$ cat config.mk
export PLATFORM = sky130hd
export DESIGN_NAME = addsub_flag_unit
export DESIGN_NICKNAME = d
export VERILOG_FILES = /design/src/rtl/addsub_flag_pkg.sv /design/src/rtl/asf_operand_prep.sv /design/src/rtl/asf_adder.sv /design/src/rtl/asf_flag_select.sv /design/src/rtl/addsub_flag_unit.sv
export SDC_FILE = /design/constraint.sdc
export NUM_CORES = 1
export LEC_CHECK = 0
export BUFFER_PORTS_ARGS = -buffer_cell sky130_fd_sc_hd__buf_2
export CORE_ASPECT_RATIO = 0.9
export CORE_UTILIZATION = 56
export DETAILED_ROUTE_END_ITERATION = 10
export PLACE_DENSITY = 0.88
export SYNTH_ARGS = -nofsm -noshare
export SYNTH_HDL_FRONTEND = slang
export SYNTH_SLANG_ARGS = --single-unit
$ cat constraint.sdc
create_clock -name vclk -period 8.6
set_clock_uncertainty 0.05 [all_clocks]
set_input_delay 0.43 -clock vclk [all_inputs]
set_output_delay 0.43 -clock vclk [all_outputs]
set_load 0.05 [all_outputs]
$ cat src/rtl/addsub_flag_pkg.sv
package addsub_flag_pkg;

    typedef enum logic [1:0] {
        OP_ADD   = 2'b00,
        OP_SUB   = 2'b01,
        OP_LOGIC = 2'b10,
        OP_LOGX  = 2'b11
    } asf_op_e;

    localparam int FLAG_N = 3;
    localparam int FLAG_Z = 2;
    localparam int FLAG_C = 1;
    localparam int FLAG_V = 0;

    typedef struct packed {
        logic n;
        logic z;
        logic c;
        logic v;
    } asf_flags_t;

endpackage

$ cat src/rtl/asf_operand_prep.sv
module asf_operand_prep #(
    parameter int WIDTH = 32
) (
    input  logic [WIDTH-1:0] b_in,
    input  logic             invert,
    output logic [WIDTH-1:0] b_eff
);
    typedef struct packed {
        logic [WIDTH-1:0] b_eff;
    } prep_t;

    prep_t prep_d;

    always_comb begin
        prep_d.b_eff = invert ? ~b_in : b_in;
    end

    assign b_eff = prep_d.b_eff;
endmodule

$ cat src/rtl/asf_adder.sv
module asf_adder #(
    parameter int WIDTH = 32
) (
    input  logic [WIDTH-1:0] a,
    input  logic [WIDTH-1:0] b,
    input  logic             cin,
    output logic [WIDTH-1:0] sum,
    output logic             carry,
    output logic             ovf
);
    localparam int MSB = WIDTH - 1;

    typedef struct packed {
        logic [WIDTH:0] wide;
        logic [WIDTH-1:0] ovf_mask;
    } add_t;

    add_t add_d;

    always_comb begin
        add_d.wide     = {1'b0, a} + {1'b0, b} + {{WIDTH{1'b0}}, cin};
        add_d.ovf_mask = ~(a ^ b) & (a ^ add_d.wide[MSB:0]);
    end

    assign sum   = add_d.wide[MSB:0];
    assign carry = add_d.wide[WIDTH];
    assign ovf   = add_d.ovf_mask[MSB];

    always_comb begin

        carry_formula_chk: assert (carry == (a[MSB] ^ b[MSB] ^ ovf ^ sum[MSB]))
            else $error("carry-out disagrees with sign-bit formula");

        if (ovf) begin
            ovf_sign_chk: assert ((a[MSB] == b[MSB]) && (sum[MSB] != a[MSB]))
                else $error("overflow without sign change");
        end
    end
endmodule

$ cat src/rtl/asf_flag_select.sv
module asf_flag_select #(
    parameter int WIDTH = 32
) (
    input  logic [WIDTH-1:0]              res,
    input  logic                          logic_mode,
    input  logic                          update,
    input  logic                          add_carry,
    input  logic                          add_ovf,
    input  logic                          shift_carry,
    input  addsub_flag_pkg::asf_flags_t   cur,
    output addsub_flag_pkg::asf_flags_t   nxt
);
    import addsub_flag_pkg::*;

    asf_flags_t nxt_d;

    always_comb begin
        nxt_d = cur;
        if (update) begin
            nxt_d.n = res[WIDTH-1];
            nxt_d.z = (res == '0);
            if (logic_mode) begin
                nxt_d.c = shift_carry;
            end else begin
                nxt_d.c = add_carry;
                nxt_d.v = add_ovf;
            end
        end
    end

    assign nxt = nxt_d;
endmodule

$ cat src/rtl/addsub_flag_unit.sv
module addsub_flag_unit #(
    parameter int WIDTH = 32
) (
    input  logic [WIDTH-1:0] op_a,
    input  logic [WIDTH-1:0] op_b,
    input  logic             carry_in,
    input  logic [1:0]       op_sel,
    input  logic             set_flags,
    input  logic             shift_carry,
    input  logic [3:0]       flags_in,
    output logic [WIDTH-1:0] result,
    output logic [3:0]       flags_out
);
    import addsub_flag_pkg::*;

    localparam int MSB = WIDTH - 1;

    typedef struct packed {
        logic             is_logic;
        logic             is_sub;
        logic [WIDTH-1:0] result;
    } top_t;

    top_t             top_d;
    logic [WIDTH-1:0] b_eff;
    logic [WIDTH-1:0] add_sum;
    logic             add_carry;
    logic             add_ovf;
    asf_flags_t       cur_flags;
    asf_flags_t       nxt_flags;

    always_comb begin
        top_d.is_logic = op_sel[1];
        top_d.is_sub   = (op_sel == OP_SUB);
    end

    asf_operand_prep #(.WIDTH(WIDTH)) u_prep (
        .b_in   (op_b),
        .invert (top_d.is_sub),
        .b_eff  (b_eff)
    );

    asf_adder #(.WIDTH(WIDTH)) u_adder (
        .a     (op_a),
        .b     (b_eff),
        .cin   (carry_in),
        .sum   (add_sum),
        .carry (add_carry),
        .ovf   (add_ovf)
    );

    always_comb begin
        top_d.result = top_d.is_logic ? op_a : add_sum;
    end

    assign cur_flags = flags_in;

    asf_flag_select #(.WIDTH(WIDTH)) u_flags (
        .res         (top_d.result),
        .logic_mode  (top_d.is_logic),
        .update      (set_flags),
        .add_carry   (add_carry),
        .add_ovf     (add_ovf),
        .shift_carry (shift_carry),
        .cur         (cur_flags),
        .nxt         (nxt_flags)
    );

    assign result    = top_d.result;
    assign flags_out = nxt_flags;

    always_comb begin
        if (set_flags) begin

            nz_track_chk: assert ((flags_out[FLAG_N] == result[MSB]) &&
                                  (flags_out[FLAG_Z] == (result == '0)))
                else $error("N/Z do not follow result");
        end
        if (op_sel[1]) begin

            logic_v_hold_chk: assert (flags_out[FLAG_V] == flags_in[FLAG_V])
                else $error("overflow changed in pass-through mode");

            logic_pass_chk: assert (result == op_a)
                else $error("pass-through result differs from op_a");
        end
    end
endmodule

==> reports/metrics.cfg <==
[clocking]
holdBufCountCts=0
cts_resized=0
postCtsSetupRepairBufs=0

[global_routing]
antenna_found_initial=0
grt_pass1_vias=2935
grt.overflow.total=0
grt_pass1_wl_um=12910
grt_max_degree=49
grt_usage=0.3240

[pwr]
leakage_nw=1.464
power.total_w=0.0004455
p_per_area_nw_per_um2=138.3
peakVddDrop_uv=91.20

[setup_path]
crit_chain=buf_2, inv_1, nand2_2, xnor2_1, fa_1, inv_1, fa_1, o21ai_1, or3b_1, or4_1, or4_1, or4_1, or4_1, or4_1, o22ai_1, buf_2
cp_slowest_cell=buf_2
start_kind=input port
cp_top_family=simple AND/OR/NAND/NOR gates
cp.arrival_ns=5.67
path_max_fanout=48
crit_path_frequent_cell=or4_1
path_class=input port to primary output
cp_num_buf_inv=4
required_ns=8.12
crit_path_max_incr_delay_ns=0.61
endpoint_kind=primary output

[layout]
seq_cell_count=0
layout.cells.non_filler=553
multi_input_area_um2=2542
seq_area_um2=0
nFillCells=377
clockBufferCount=0
area_growth_pct=21.63
layout.nets=599
insertedDiodeCount=0
drive_above_1_share=0.2688

[logic_synthesis]
synth_top_family_by_area=compound AO/OA/AOI/OAI gates
synthMuxAreaShare=0.05054
yosys.cell_count.top_type=nand2_1
synth_top_area_frac=0.1554
synth.distinct_cells=54
synth_fa_ha_area_frac=0.1615
synth_xor_area_frac=0.1819
synthTopCellsByArea=xnor2_1 16%, ha_1 15%, nand2_1 8.4%
ys_warn_count=0
synth_compound_area_frac=0.3170
syn_nets=499
synth_seq_area_share=0
synth_top_cell_by_area=xnor2_1
syn-cell-area_um2=2649
synth-simple-area-share=0.2480
synth_common_cells=59 x nand2_1, 47 x xnor2_1, 42 x o21ai_0, 36 x a21oi_1, 31 x ha_1
postSynthCellCount=393
syn_avg_cell_area_um2=6.740

[timing]
max_freq_ghz=0.1627
drv_slew=0
hold_violations=0
grt_setup_unrepaired=no
period_needed_ns=6.147
fin_crit_sh=0.7148
max_slew_margin=0.4630
setup_ws_ns=2.453
worstMarginPinSlew_ns=0.8055
setup_viol=0
setup_tns_ns=0

[placement]
dp_slack_ns=2.504
dp.cells=553
hpwl_um=6932
port_buffers=109
gp_congestion=0.9436

[status]
outcome=complete, no violations

[routing]
first_pass_iters=5
wirelength_um=8368
wl_per_cell_um=15.13
antenna_left=0
drc=0
drt_iter0_markers=296
via_count=3419
via_per_inst=6.183

[floorplanning]
core_um2=4489
die_area_um2=5009
ios=109
num_rows=23
die_h_um=67.25
start_util=0.5900
die_x_um=74.50

[min_path]
hp-class=input port to primary output

[run]
timing.max_cap.violations=0

## where the power goes
group          internal, W  switching (W)
logic             0.000150       0.000295
clock network            0              0
registers                0              0
total             0.000150       0.000295
## cells by family (layout without fill, tap and decap cells)
logic type / Yosys count / after routing
AND/OR/NAND/NOR: 133 / 133
AO/OA/AOI/OAI: 136 / 136
buffers and inverters: 24 / 122
multiplexers: 12 / 12
adder cells (fa/ha/maj): 33 / 33
XOR/XNOR: 55 / 55
## routing by layer
metal / global-route usage / vias to the layer above / part of all wire
met5: 0 / - / 0
met4: 0.05189 / 0 / 0.016
met3: 0.04776 / 22 / 0.087
met2: 0.5800 / 194 / 0.47
met1: 0.4145 / 1548 / 0.43
li1: - / 1655 / -
## layout by cell type, fill, tap and decap left out, drive strengths merged, types with 5 or more instances in the layout
master | synthesis | routed
nor2 | 16 | 16
buf | 6 | 111
o21ai | 44 | 44
a21o | 6 | 6
a21oi | 36 | 36
o21bai | 7 | 7
inv | 11 | 11
xnor2 | 47 | 47
o211ai | 9 | 9
a31oi | 5 | 5
mux2 | 11 | 11
ha | 31 | 31
or3 | 5 | 5
o21a | 6 | 6
or4 | 7 | 7
nor3 | 7 | 7
xor2 | 8 | 8
nand2 | 59 | 59
nand4 | 9 | 9
nand3 | 7 | 7
## layout make-up
cell class         instances  area share
well taps                 62     0.02408
repair buffers           111      0.1740
multi-input cells        369      0.7891
inverters                 11     0.01282
## tightest hold or removal path, stage by stage
cell	delay [ns]
buf_2	0.09
nand2_1	0.05
o31ai_1	0.05
buf_2	0.21
## through the flow
step	hold slack (ns)	util	instance area, µm²
finish	1.210	0.7177	3222
global route	1.247	0.7177	3222
CTS	1.208	0.7177	3222
detailed placement	1.207	0.7177	3222
global placement	1.208	0.7177	3222
floorplan	1.106	-	2649
## worst paths after layout
kind	from	end	slack, ns	cells past startpoint
hold / removal	flags_in[0]	flags_out[0]	1.21	4
setup / recovery	op_sel[1]	flags_out[2]	2.45	16
(Power assumes the default switching activity.)
